===== src/rtl/smt_fetch_pkg.sv =====
package smt_fetch_pkg;
  typedef enum logic [1:0] {
    POL_RR       = 2'd0,
    POL_UNISSUED = 2'd1,
    POL_BRANCH   = 2'd2,
    POL_DMISS    = 2'd3
  } fetch_pol_e;
endpackage


===== src/rtl/sat_ctr.sv =====
module sat_ctr #(
  parameter int W = 7
) (
  input  logic         clk_i,
  input  logic         rst_ni,
  input  logic         up_i,
  input  logic         dn_a_i,
  input  logic         dn_b_i,
  output logic [W-1:0] cnt_o
);
  localparam int MAX = (1 << W) - 1;

  logic [W-1:0] cnt_q, cnt_d;

  always_comb begin
    int v;
    v = int'(cnt_q) + int'(up_i) - int'(dn_a_i) - int'(dn_b_i);
    if (v < 0)        cnt_d = '0;
    else if (v > MAX) cnt_d = W'(MAX);
    else              cnt_d = W'(v);
  end

  always_ff @(posedge clk_i or negedge rst_ni) begin
    if (!rst_ni) cnt_q <= '0;
    else         cnt_q <= cnt_d;
  end

  assign cnt_o = cnt_q;
endmodule


===== src/rtl/min_pick.sv =====
module min_pick #(
  parameter int N  = 8,
  parameter int KW = 10,
  localparam int TW = $clog2(N)
) (
  input  logic [N-1:0][KW-1:0] key_i,
  input  logic [N-1:0]         mask_i,
  output logic [TW-1:0]        idx_o,
  output logic                 found_o
);
  always_comb begin
    logic          hit;
    logic [KW-1:0] best;
    hit   = 1'b0;
    best  = '1;
    idx_o = '0;
    for (int i = 0; i < N; i++) begin
      if (mask_i[i] && (!hit || key_i[i] < best)) begin
        hit   = 1'b1;
        best  = key_i[i];
        idx_o = TW'(i);
      end
    end
    found_o = hit;
  end
endmodule


===== src/rtl/smt_fetch_pick.sv =====
module smt_fetch_pick
  import smt_fetch_pkg::*;
#(
  parameter int NUM_THR = 8,
  parameter int CNT_W   = 7,
  parameter int FETCH_W = 8,
  localparam int TW = $clog2(NUM_THR),
  localparam int QW = $clog2(FETCH_W + 1),
  localparam int KW = CNT_W + TW
) (
  input  logic               clk_i,
  input  logic               rst_ni,
  input  logic [1:0]         mode_i,
  input  logic [NUM_THR-1:0] icache_miss_i,
  input  logic [NUM_THR-1:0] fetch_acc_i,
  input  logic [NUM_THR-1:0] issue_i,
  input  logic [NUM_THR-1:0] squash_i,
  input  logic [NUM_THR-1:0] br_fetch_i,
  input  logic [NUM_THR-1:0] br_resolve_i,
  input  logic [NUM_THR-1:0] dmiss_start_i,
  input  logic [NUM_THR-1:0] dmiss_done_i,
  output logic [TW-1:0]      pick0_id_o,
  output logic               pick0_vld_o,
  output logic [QW-1:0]      pick0_quota_o,
  output logic [TW-1:0]      pick1_id_o,
  output logic               pick1_vld_o,
  output logic [QW-1:0]      pick1_quota_o
);
  fetch_pol_e mode;
  assign mode = fetch_pol_e'(mode_i);

  logic [NUM_THR-1:0][CNT_W-1:0] ic_cnt, br_cnt, ms_cnt, rank_cnt;
  logic [NUM_THR-1:0][KW-1:0]    key;
  logic [TW-1:0]                 ptr_q;
  logic [NUM_THR-1:0]            elig, mask1, first_oh;
  logic [TW-1:0]                 idx0, idx1;
  logic                          found0, found1;

  for (genvar t = 0; t < NUM_THR; t++) begin : g_thr
    sat_ctr #(.W(CNT_W)) u_ic (
      .clk_i, .rst_ni,
      .up_i(fetch_acc_i[t]), .dn_a_i(issue_i[t]), .dn_b_i(squash_i[t]),
      .cnt_o(ic_cnt[t])
    );
    sat_ctr #(.W(CNT_W)) u_br (
      .clk_i, .rst_ni,
      .up_i(br_fetch_i[t]), .dn_a_i(br_resolve_i[t]), .dn_b_i(1'b0),
      .cnt_o(br_cnt[t])
    );
    sat_ctr #(.W(CNT_W)) u_ms (
      .clk_i, .rst_ni,
      .up_i(dmiss_start_i[t]), .dn_a_i(dmiss_done_i[t]), .dn_b_i(1'b0),
      .cnt_o(ms_cnt[t])
    );
  end

  // rotation pointer steps every cycle regardless of policy
  always_ff @(posedge clk_i or negedge rst_ni) begin
    if (!rst_ni)                    ptr_q <= '0;
    else if (ptr_q == TW'(NUM_THR - 1)) ptr_q <= '0;
    else                            ptr_q <= ptr_q + 1'b1;
  end

  always_comb begin
    for (int i = 0; i < NUM_THR; i++) begin
      unique case (mode)
        POL_UNISSUED: rank_cnt[i] = ic_cnt[i];
        POL_BRANCH:   rank_cnt[i] = br_cnt[i];
        POL_DMISS:    rank_cnt[i] = ms_cnt[i];
        default:      rank_cnt[i] = '0;
      endcase
      // low bits: distance from pointer breaks ties
      key[i] = {rank_cnt[i], TW'((i + NUM_THR - int'(ptr_q)) % NUM_THR)};
    end
  end

  assign elig     = ~icache_miss_i;
  assign first_oh = found0 ? (NUM_THR'(1) << idx0) : '0;
  assign mask1    = elig & ~first_oh;

  min_pick #(.N(NUM_THR), .KW(KW)) u_pick0 (
    .key_i(key), .mask_i(elig), .idx_o(idx0), .found_o(found0)
  );
  min_pick #(.N(NUM_THR), .KW(KW)) u_pick1 (
    .key_i(key), .mask_i(mask1), .idx_o(idx1), .found_o(found1)
  );

  assign pick0_id_o    = idx0;
  assign pick0_vld_o   = found0;
  assign pick1_id_o    = idx1;
  assign pick1_vld_o   = found1 && (mode != POL_RR);
  assign pick0_quota_o = !found0     ? '0 :
                         pick1_vld_o ? QW'(FETCH_W / 2) : QW'(FETCH_W);
  assign pick1_quota_o = pick1_vld_o ? QW'(FETCH_W / 2) : '0;
endmodule


===== config.mk =====
export PLATFORM = sky130hd
export DESIGN_NAME = smt_fetch_pick
export DESIGN_NICKNAME = d
export VERILOG_FILES = /design/src/rtl/smt_fetch_pkg.sv /design/src/rtl/sat_ctr.sv /design/src/rtl/min_pick.sv /design/src/rtl/smt_fetch_pick.sv
export SDC_FILE = /design/constraint.sdc
export NUM_CORES = 1
export LEC_CHECK = 0
export BUFFER_PORTS_ARGS = -buffer_cell sky130_fd_sc_hd__buf_2
export CORE_MARGIN = 1.5
export CORE_UTILIZATION = 61
export CTS_CLUSTER_DIAMETER = 30
export DETAILED_ROUTE_END_ITERATION = 8
export PLACE_DENSITY = 0.85
export SLEW_MARGIN = 20
export SYNTH_ARGS = -nofsm -noshare
export SYNTH_HDL_FRONTEND = slang
export SYNTH_SLANG_ARGS = --single-unit

===== constraint.sdc =====
create_clock -name clk_i -period 117.8 [get_ports clk_i]
set_input_delay 17.67 -clock clk_i [delete_from_list [all_inputs] [get_ports clk_i]]
set_output_delay 17.67 -clock clk_i [all_outputs]
set_load 0.1 [all_outputs]

==> results of run 1 <==
[per-stage QoR]
stage / setup WS [ps] / hold WS [ps] / instances
after global placement: 51470 / 726 / 2491
final: 50160 / 757 / 2523
after CTS: 50480 / 754 / 2523
after floorplan: 55030 / 597 / 2085
after global routing: 47470 / 792 / 2523
after detailed placement: 50630 / 734 / 2491
[cell families after synthesis]
group,count (synthesis),share of synthesized area (%)
AOI/OAI and AO/OA,548,19.8
xor gates and xnor gates,242,11.9
adders and majority gates,248,17.8
buffers and inverters,192,4.43
DFF,171,24.1
muxes,74,4.58
other,1,0.0211
and+or+nand+nor,605,17.4
[cell usage after synthesis (all sizes together) (23+ instances only)]
master  count
a21o       26
a21oi     222
a22o       50
and2       36
buf        24
clkbuf     37
dfrtp     171
ha        240
inv       131
mux2       58
nand2     135
nand3     132
nand4      49
nor2      107
nor3       23
nor3b      51
o211ai     23
o21ai      93
xnor2      91
xor2      151
[state kept, by name, indices dropped and copies added (netlist names)]
signal and flops:
g_thr.u_br.cnt_o 56, g_thr.u_ic.cnt_o 56, g_thr.u_ms.cnt_o 56, ptr_q 3
[layout make-up]
type / count / area [sq um] / area share [%]
flip-flops and latches: 171 / 4280 / 22.5
multi-input cells: 1722 / 12800 / 67.1
clock inverters: 14 / 138 / 0.724
inverters: 131 / 492 / 2.59
well taps: 384 / 480 / 2.53
clock buffers: 18 / 429 / 2.26
repair buffers: 83 / 434 / 2.28
[worst max-delay path, delay by kind of cell]
family / cells / cell delay, ps
fa+ha+maj: 14 / 4510
compound gates: 87 / 19560
simple gates: 32 / 5050
buf+inv: 6 / 2010
mux: 3 / 1070
[final timing paths]
kind / start / to / slack (ps) / depth (start not counted)
worst max register to register: g_thr[2].u_ic.cnt_o[0] / g_thr[2].u_ic.cnt_o[0] / 114900 / 10
min in group asynchronous: rst_ni / g_thr[6].u_br.cnt_o[5] / 17100 / 1
worst min register to register: g_thr[2].u_br.cnt_o[5] / g_thr[2].u_br.cnt_o[5] / 760 / 3
worst min-delay path: g_thr[2].u_br.cnt_o[5] / g_thr[2].u_br.cnt_o[5] / 760 / 3
worst max-delay path: mode_i[0] / pick1_id_o[0] / 50160 / 142
max in group asynchronous: rst_ni / g_thr[0].u_br.cnt_o[4] / 99460 / 2
[per-layer routing]
layer | up-vias | wire length (um) | share of wire, % | GRT usage (%)
met3 | 124 | 3040 | 6.4 | 5.04
met2 | 630 | 22700 | 48 | 53.8
met1 | 7832 | 20500 | 43 | 40.4
met5 | - | 0 | 0 | 0
li1 | 7628 | - | - | -
met4 | 0 | 1460 | 3.1 | 12.8
==> impl_summary.log, run 1 <==
[metrics] Vias per Instance: 6.43
[metrics] most common flop cell mapped by yosys: sky130_fd_sc_hd__dfrtp_1
[metrics] number of global-route vias before repair: 15979
[metrics] number of rows created at floorplan: 62
[metrics] DIE HEIGHT: 174 um
[metrics] timing-limited maximum frequency: 14.8 MHz
[metrics] count of different cell masters after synthesis: 79
[metrics] Total Negative Setup Slacks: 0 ps
[metrics] number of buffers on the longest clock path: 2
[metrics] longest individual stage delay on the worst path: 660 ps
[metrics] Detailed Route Iter0 Violations: 1510
[metrics] fraction of the cycle the final worst path needs: 57.4%
[metrics] cell at the root of the clock tree: sky130_fd_sc_hd__clkbuf_16
[metrics] initial antenna violation count: 0
[metrics] first-pass GRT wire length: 78300 um
[metrics] utilization after layout: 66.2%
[metrics] DRT Wirelength: 47700 um
[metrics] clock network latency to the later pin of the worst-skew pair: 470 ps
[metrics] Async S/R FF share, synth: 100%
[metrics] cell accounting for the most synthesized area: sky130_fd_sc_hd__dfrtp_1
[metrics] sequential cell area fraction in the yosys report: 24.1%
[metrics] standard cell core area: 28700 sq um
[metrics] fraction of final layout cells with drive strength greater than 1: 9.21%
[metrics] pin count of the biggest net entering global routing: 70
[metrics] cell area after placement: 18400 sq um
[metrics] post-detail-place hpwl: 36200 um
[metrics] post-synth top area share: 24.1%
[metrics] chip width: 174 um
[metrics] global-route usage over all layers: 31.7%
[metrics] clock input transition at the sequential cells of the worst setup and hold paths: 70 ps
[metrics] instance count of the mapped netlist: 2081
[metrics] Post-route DRC: 0
[metrics] Die Area: 30200 sq um
[metrics] most frequent cell on the critical path: sky130_fd_sc_hd__o21ai_0
[metrics] number of ports placed on the die boundary: 84
[metrics] layout net count: 2442
[metrics] max-cap violation count: 0
[metrics] critical path type: input pin to primary output
[metrics] via count of the routed design: 16214
[metrics] number of flops mapped to enable cells by yosys: 0
[metrics] number of clock buffers inserted by TritonCTS: 17
[metrics] maximum fanout along the worst path: 64
[metrics] result of the run: finished clean
[metrics] post-synthesis instance area: 17800 sq um
[metrics] slew at the pin closest to its max-slew limit: 898 ps
[metrics] fill cell count: 2362
[metrics] Syn-to-layout area delta: 6.93%
[metrics] number of input and output port buffers inserted: 78
[metrics] Wirelength per Cell: 18.9 um
[metrics] cts repair resizes: 0
[metrics] crit end category: primary output
[metrics] total iterations of the first detailed-routing run: 6
[metrics] CP Data Required Time: 100130 ps
[metrics] clock tree from TritonCTS: built
[metrics] Arrival @ worst endpoint: 49970 ps
[metrics] critical path's slowest cell: sky130_fd_sc_hd__buf_4
[metrics] Syn. warnings: 0
[metrics] remaining antenna violation count: 0
[metrics] unrepaired setup endpoints after global routing: false
[metrics] initial standard-cell utilization of the core: 61.9%
[metrics] worst slew margin relative to its limit: 39.5%
[metrics] total global routing overflow: 0
[metrics] top cells by area, synth: sky130_fd_sc_hd__dfrtp_1 24%, sky130_fd_sc_hd__ha_1 17%, sky130_fd_sc_hd__xor2_1 7.4%
[metrics] Finished Cell Area: 19000 sq um
[metrics] syn avg cell area: 8.54 sq um
[metrics] flip-flop and latch count after synthesis: 171
[metrics] max-slew violation count: 0
[metrics] ANT cells: 0
[metrics] number of clock sinks: 171
[metrics] kind of path behind the tightest hold check: flip-flop to flip-flop
[metrics] number of hold-slack violations in the final timing report: 0
[metrics] clock tree skew after final layout: 13.3 ps
[metrics] CTS H-tree depth: 4
[metrics] RD Place Congestion: 1.01
[metrics] final setup fails: 0
[metrics] commonest cells after routing, fill and taps aside: 240 x sky130_fd_sc_hd__ha_1, 221 x sky130_fd_sc_hd__a21oi_1, 171 x sky130_fd_sc_hd__dfrtp_1
[metrics] Startpoint Class: input pin
[metrics] number of hold buffers added after CTS: 0
[metrics] Final min period: 67640 ps
[metrics] count of buffers added by post-CTS timing repair for setup: 0
[metrics] most common cell after layout, fill and taps aside: sky130_fd_sc_hd__ha_1
Power of run 1 is left out: the tool's default activity adds up to more than one toggle a clock period on the data nets, which glitch-free logic cannot reach.
==> inputs of run 2 (changes only) <==
--- a/config.mk
+++ b/config.mk
@@ -7,7 +7,7 @@
 export LEC_CHECK = 0
 export BUFFER_PORTS_ARGS = -buffer_cell sky130_fd_sc_hd__buf_2
 export CORE_MARGIN = 1.5
-export CORE_UTILIZATION = 61
+export CORE_UTILIZATION = 58
 export CTS_CLUSTER_DIAMETER = 30
 export DETAILED_ROUTE_END_ITERATION = 8
 export PLACE_DENSITY = 0.85
==> constraint.sdc (replaced) <==
create_clock -name clk_i -period 58.9 [get_ports clk_i]
set_input_delay 8.835 -clock clk_i [delete_from_list [all_inputs] [get_ports clk_i]]
set_output_delay 8.835 -clock clk_i [all_outputs]
set_load 0.1 [all_outputs]
==> run 2 against run 1 <==
  * Via count down 0.73%
  * Non-clock buffer count rose by 3
  * Critical path depth increased by 4
  * Die area grew 5.1%
  * Clock skew decreased by 5.4 ps
  * Critical path type unchanged
  * Wire length fell by 0.14%
  * Final area rose by 0.52%
  * First-iteration DRC count is 3.4% higher
==> impl_summary.log, run 2 (synthesis gave the netlist of run 1 again) <==
[metrics] result of the run: finished clean
[metrics] Startpoint Class: input pin
[metrics] fraction of the cycle the final worst path needs: 84.5%
[metrics] Post-route DRC: 0 (unchanged)
[metrics] RD Place Congestion: 1.02 (about the same)
[metrics] clock tree skew after final layout: 7.88 ps (-5.44 ps)
[metrics] pin count of the biggest net entering global routing: 66 (-5.7%)
[metrics] unrepaired setup endpoints after global routing: false
[metrics] most frequent cell on the critical path: sky130_fd_sc_hd__o21ai_0
[metrics] cell area after placement: 18500 sq um (+0.16%)
[metrics] CP Data Required Time: 50070 ps (-50060 ps)
[metrics] global-route usage over all layers: 30.8% (-0.93 points)
[metrics] first-pass GRT wire length: 78300 um (about the same)
[metrics] chip width: 178 um (+2.5%)
[metrics] max-slew violation count: 0 (unchanged)
[metrics] total global routing overflow: 0 (unchanged)
[metrics] number of input and output port buffers inserted: 78 (unchanged)
[metrics] ANT cells: 0 (unchanged)
[metrics] remaining antenna violation count: 0 (unchanged)
[metrics] Final min period: 49790 ps
[metrics] number of ports placed on the die boundary: 84 (unchanged)
[metrics] via count of the routed design: 16095 (-0.73%)
[metrics] maximum fanout along the worst path: 64 (unchanged)
[metrics] number of hold-slack violations in the final timing report: 0 (unchanged)
[metrics] slew at the pin closest to its max-slew limit: 926 ps (+27.8 ps)
[metrics] DRT Wirelength: 47600 um (-0.14%)
[metrics] most common cell after layout, fill and taps aside: sky130_fd_sc_hd__ha_1
[metrics] Finished Cell Area: 19100 sq um (+0.52%)
[metrics] critical path's slowest cell: sky130_fd_sc_hd__buf_4
[metrics] Vias per Instance: 6.36 (-1.1%)
[metrics] initial antenna violation count: 0 (unchanged)
[metrics] max-cap violation count: 0 (unchanged)
[metrics] cell at the root of the clock tree: sky130_fd_sc_hd__clkbuf_16
[metrics] number of buffers on the longest clock path: 2 (unchanged)
[metrics] timing-limited maximum frequency: 20.1 MHz
[metrics] crit end category: primary output
[metrics] CTS H-tree depth: 4 (unchanged)
[metrics] layout net count: 2445 (+0.12%)
[metrics] Wirelength per Cell: 18.8 um (-0.49%)
[metrics] number of hold buffers added after CTS: 0 (unchanged)
[metrics] clock tree from TritonCTS: built
[metrics] Die Area: 31700 sq um (+5.1%)
[metrics] Detailed Route Iter0 Violations: 1562 (+3.4%)
[metrics] clock network latency to the later pin of the worst-skew pair: 450 ps (-20 ps)
[metrics] number of clock sinks: 171 (unchanged)
[metrics] worst slew margin relative to its limit: 37.7% (-1.9 points)
[metrics] initial standard-cell utilization of the core: 59.5% (-2.4 points)
[metrics] DIE HEIGHT: 178 um (+2.5%)
[metrics] kind of path behind the tightest hold check: flip-flop to flip-flop
[metrics] post-detail-place hpwl: 36800 um (+1.8%)
[metrics] number of clock buffers inserted by TritonCTS: 17 (unchanged)
[metrics] critical path type: input pin to primary output
[metrics] total iterations of the first detailed-routing run: 8 (+2)
[metrics] Syn-to-layout area delta: 7.49%
[metrics] clock input transition at the sequential cells of the worst setup and hold paths: 70 ps (about the same)
[metrics] standard cell core area: 29900 sq um (+4.1%)
[metrics] Arrival @ worst endpoint: 40960 ps (-9010 ps)
[metrics] longest individual stage delay on the worst path: 640 ps (-20 ps)
[metrics] commonest cells after routing, fill and taps aside: 240 x sky130_fd_sc_hd__ha_1, 221 x sky130_fd_sc_hd__a21oi_1, 171 x sky130_fd_sc_hd__dfrtp_1
[metrics] fraction of final layout cells with drive strength greater than 1: 9.20% (-0.013 points)
[metrics] number of rows created at floorplan: 63 (+1.6%)
[metrics] final setup fails: 0 (unchanged)
[metrics] cts repair resizes: 0 (unchanged)
[metrics] number of global-route vias before repair: 16119 (+0.88%)
[metrics] Total Negative Setup Slacks: 0 ps (unchanged)
[metrics] count of buffers added by post-CTS timing repair for setup: 0 (unchanged)
## run 2: per-stage QoR
step	util (%)	worst slack, ps	cells	hold WS (ps)
3_5_place_dp	61.8	9370	2500	686
4_1_cts	63.9	9280	2532	698
6_report	63.9	9110	2532	706
5_1_grt	63.9	6470	2532	740
3_3_place_gp	61.8	10310	2500	687
2_1_floorplan	-	13800	2085	597
## run 2: worst paths after layout
path / startpoint / to / slack [ps] / depth (start not counted)
setup / recovery: mode_i[0] / pick1_id_o[2] / 9110 / 146
hold / removal: ptr_q[0] / ptr_q[0] / 710 / 2
setup reg to reg: g_thr[3].u_ms.cnt_o[0] / g_thr[3].u_ms.cnt_o[6] / 56030 / 10
hold reg to reg: ptr_q[0] / ptr_q[0] / 710 / 2
max in group asynchronous: rst_ni / g_thr[0].u_ic.cnt_o[4] / 49370 / 2
min in group asynchronous: rst_ni / g_thr[6].u_ms.cnt_o[6] / 8310 / 1
## run 2: layer usage
layer | global-route usage, % | part of all wire [%]
met1 | 39.2 | 43
met2 | 52.6 | 47
met3 | 4.80 | 6.4
met4 | 11.3 | 3.2
met5 | 0 | 0
## run 2: layout make-up
class	count	area (sq um)
Clock buffer	21	450
Sequential cell	171	4280
Fill cell	2427	10800
Multi-Input combinational cell	1722	12700
Inverter	131	492
Timing Repair Buffer	86	457
Clock inverter	11	191
Tap cell	390	488
## run 2: worst max-delay path: cells and delay by family
| kind | cells | cell delay, ps |
|---|---|---|
| AO/OA/AOI/OAI | 86 | 18710 |
| adder cells (fa/ha/maj) | 14 | 4170 |
| buffers and inverters | 8 | 2260 |
| multiplexers | 3 | 1030 |
| AND/OR/NAND/NOR | 35 | 5840 |
Power of run 2 is left out for the same reason.
==> inputs of run 3 (changes only) <==
--- a/config.mk
+++ b/config.mk
@@ -7,7 +7,7 @@
 export LEC_CHECK = 0
 export BUFFER_PORTS_ARGS = -buffer_cell sky130_fd_sc_hd__buf_2
 export CORE_MARGIN = 1.5
-export CORE_UTILIZATION = 58
+export CORE_UTILIZATION = 61
 export CTS_CLUSTER_DIAMETER = 30
 export DETAILED_ROUTE_END_ITERATION = 8
 export PLACE_DENSITY = 0.85
==> constraint.sdc (replaced) <==
create_clock -name clk_i -period 46.2 [get_ports clk_i]
set_input_delay 6.93 -clock clk_i [delete_from_list [all_inputs] [get_ports clk_i]]
set_output_delay 6.93 -clock clk_i [all_outputs]
set_load 0.1 [all_outputs]
==> run 3 against run 2 <==
  * Via count up 0.44%
  * Clock skew grew 2.5 ps
  * Hold slack improved by 48 ps
  * Global-route usage grew 1.2 points
  * Critical path depth shrank 4
  * First-iteration DRC count down 12%
  * Register-to-register slack lost 13000 ps
  * Die area down 4.8%
  * Final cell count about the same
  * Utilization up 3.1 points
  * Largest cell class unchanged
  * Highest routed layer unchanged
==> impl_summary.log, run 3 (synthesis gave the netlist of run 1 again) <==
[metrics] longest individual stage delay on the worst path: 550 ps (-90 ps)
[metrics] standard cell core area: 28700 sq um (-3.9%)
[metrics] kind of path behind the tightest hold check: flip-flop to flip-flop
[metrics] number of buffers on the longest clock path: 2 (unchanged)
[metrics] DRT Wirelength: 49000 um (+2.9%)
[metrics] clock network latency to the later pin of the worst-skew pair: 460 ps (about the same)
[metrics] Die Area: 30200 sq um (-4.8%)
[metrics] slew at the pin closest to its max-slew limit: 981 ps (+54.3 ps)
[metrics] critical path type: input pin to primary output
[metrics] max-slew violation count: 0 (unchanged)
[metrics] number of global-route vias before repair: 15858 (-1.6%)
[metrics] remaining antenna violation count: 0 (unchanged)
[metrics] fraction of the cycle the final worst path needs: 95.2%
[metrics] number of hold-slack violations in the final timing report: 0 (unchanged)
[metrics] RD Place Congestion: 0.994 (-2.1%)
[metrics] post-detail-place hpwl: 37600 um (+2.2%)
[metrics] DP Worst Slack: 404 ps (-8970 ps)
[metrics] worst slew margin relative to its limit: 34.0% (-3.7 points)
[metrics] total iterations of the first detailed-routing run: 6 (-2)
[metrics] timing-limited maximum frequency: 22.7 MHz
[metrics] Final min period: 43970 ps
[metrics] clock tree from TritonCTS: built
[metrics] number of buffer and inverter instances along the worst setup path: 6 (-2)
[metrics] Post-route DRC: 0 (unchanged)
[metrics] ANT cells: 0 (unchanged)
[metrics] most common cell after layout, fill and taps aside: sky130_fd_sc_hd__ha_1
[metrics] Syn-to-layout area delta: 8.22%
[metrics] clock tree skew after final layout: 10.4 ps (+2.48 ps)
[metrics] pin count of the biggest net entering global routing: 95 (+44%)
[metrics] fraction of final layout cells with drive strength greater than 1: 10.3% (+1.1 points)
[metrics] cell at the root of the clock tree: sky130_fd_sc_hd__clkbuf_16
[metrics] number of ports placed on the die boundary: 84 (unchanged)
[metrics] number of input and output port buffers inserted: 78 (unchanged)
[metrics] Detailed Route Iter0 Violations: 1375 (-12%)
[metrics] CTS H-tree depth: 4 (unchanged)
[metrics] Vias per Instance: 6.38 (+0.36%)
[metrics] area of the multi-input gates: 12900 sq um (+0.85%)
[metrics] layout net count: 2453 (+0.33%)
[metrics] fill cell count: 2282 (-6.0%)
[metrics] chip width: 174 um (-2.4%)
[metrics] Wirelength per Cell: 19.3 um (+2.8%)
[metrics] max-cap violation count: 0 (unchanged)
[metrics] critical path's slowest cell: sky130_fd_sc_hd__or4b_1
[metrics] maximum fanout along the worst path: 34 (-47%)
[metrics] total global routing overflow: 0 (unchanged)
[metrics] first-pass GRT wire length: 78700 um (+0.46%)
[metrics] clock input transition at the sequential cells of the worst setup and hold paths: 70 ps (about the same)
[metrics] minimum setup slack in the final design: 2230 ps (-6870 ps)
[metrics] crit end category: primary output
[metrics] initial antenna violation count: 0 (unchanged)
[metrics] global-route usage over all layers: 32.0% (+1.2 points)
[metrics] Arrival @ worst endpoint: 37040 ps (-3920 ps)
[metrics] number of rows created at floorplan: 62 (-1.6%)
[metrics] number of clock buffers inserted by TritonCTS: 17 (unchanged)
[metrics] via count of the routed design: 16166 (+0.44%)
[metrics] family with the most delay on the worst path: compound AO/OA/AOI/OAI gates
[metrics] CP Data Required Time: 39270 ps (-10800 ps)
[metrics] Startpoint Class: input pin
[metrics] number of clock sinks: 171 (unchanged)
[metrics] commonest cells after routing, fill and taps aside: 240 x sky130_fd_sc_hd__ha_1, 221 x sky130_fd_sc_hd__a21oi_1, 171 x sky130_fd_sc_hd__dfrtp_1
[metrics] sequential standard cell area: 4280 sq um (unchanged)
[metrics] DIE HEIGHT: 174 um (-2.4%)
[metrics] most frequent cell on the critical path: sky130_fd_sc_hd__o21ai_0
[metrics] result of the run: finished clean
[metrics] final setup fails: 0 (unchanged)
[metrics] initial standard-cell utilization of the core: 61.9% (+2.4 points)
[run 3: cell types whose count changed in the layout (fill, tap and decap cells not counted), moves of 3 or more]
cell	delta
sky130_fd_sc_hd__inv_8	+5
sky130_fd_sc_hd__a221oi_2	+6
sky130_fd_sc_hd__bufinv_16	-4
sky130_fd_sc_hd__inv_6	+3
sky130_fd_sc_hd__o21ai_0	-6
sky130_fd_sc_hd__o21ai_1	+6
sky130_fd_sc_hd__clkbuf_4	+3
sky130_fd_sc_hd__a221oi_1	-6
sky130_fd_sc_hd__buf_4	+4
sky130_fd_sc_hd__buf_2	-5
[run 3: per-layer routing]
| metal | wire length (um) | vias up | GRT usage, % | part of all wire, % |
|---|---|---|---|---|
| li1 | - | 7638 | - | - |
| met3 | 3050 | 90 | 5.00 | 6.2 |
| met2 | 23700 | 615 | 54.9 | 48 |
| met1 | 21000 | 7823 | 41.3 | 43 |
| met4 | 1270 | 0 | 10.4 | 2.6 |
| met5 | 0 | - | 0 | 0 |
[run 3: area by class of cell]
class	instances	area share, %
clock buffers	19	2.30
clock inverters	13	0.761
inverters	131	2.56
multi-input cells	1725	66.8
flip-flops and latches	171	22.2
well taps	384	2.50
repair buffers	91	2.80
[run 3: final timing paths]
check,startpoint,to,slack [ps],depth (start not counted)
worst min-delay path,g_thr[6].u_br.cnt_o[5],g_thr[6].u_br.cnt_o[5],750,3
worst max-delay path,mode_i[0],pick1_id_o[2],2230,142
min in group asynchronous,rst_ni,g_thr[6].u_ms.cnt_o[2],6570,1
worst min register to register,g_thr[6].u_br.cnt_o[5],g_thr[6].u_br.cnt_o[5],750,3
worst max register to register,g_thr[6].u_ic.cnt_o[0],g_thr[6].u_ic.cnt_o[5],43220,10
max in group asynchronous,rst_ni,g_thr[0].u_ms.cnt_o[4],38400,3
[run 3: what timing repair did]
action	CTS	global route
resized for setup	0	34
hold buffers	0	0
setup buffers	0	6
endpoints found under the setup margin	0	3
[run 3: stage by stage]
step | hold slack, ps | utilization [%] | setup TNS [ps] | instances | area, sq um
after floorplan | 597 | - | 0 | 2085 | 17800
after global placement | 734 | 64.2 | 0 | 2492 | 18400
after detailed placement | 746 | 64.2 | 0 | 2492 | 18400
after CTS | 761 | 66.3 | 0 | 2524 | 19000
after global routing | 807 | 67.0 | -538 | 2534 | 19200
final | 754 | 67.0 | 0 | 2534 | 19200
[run 3: worst reg2reg max path, cell delays in order, from the launching register on]
cell and delay, ps:
sky130_fd_sc_hd__dfrtp_1 410, sky130_fd_sc_hd__ha_1 250, sky130_fd_sc_hd__ha_1 240, sky130_fd_sc_hd__xor2_1 190
sky130_fd_sc_hd__nor3b_1 380, sky130_fd_sc_hd__nand3_1 200, sky130_fd_sc_hd__nor2_1 150, sky130_fd_sc_hd__and2_1 170
sky130_fd_sc_hd__ha_1 140, sky130_fd_sc_hd__a21boi_1 510, sky130_fd_sc_hd__a21oi_1 180
Power of run 3 is left out for the same reason.
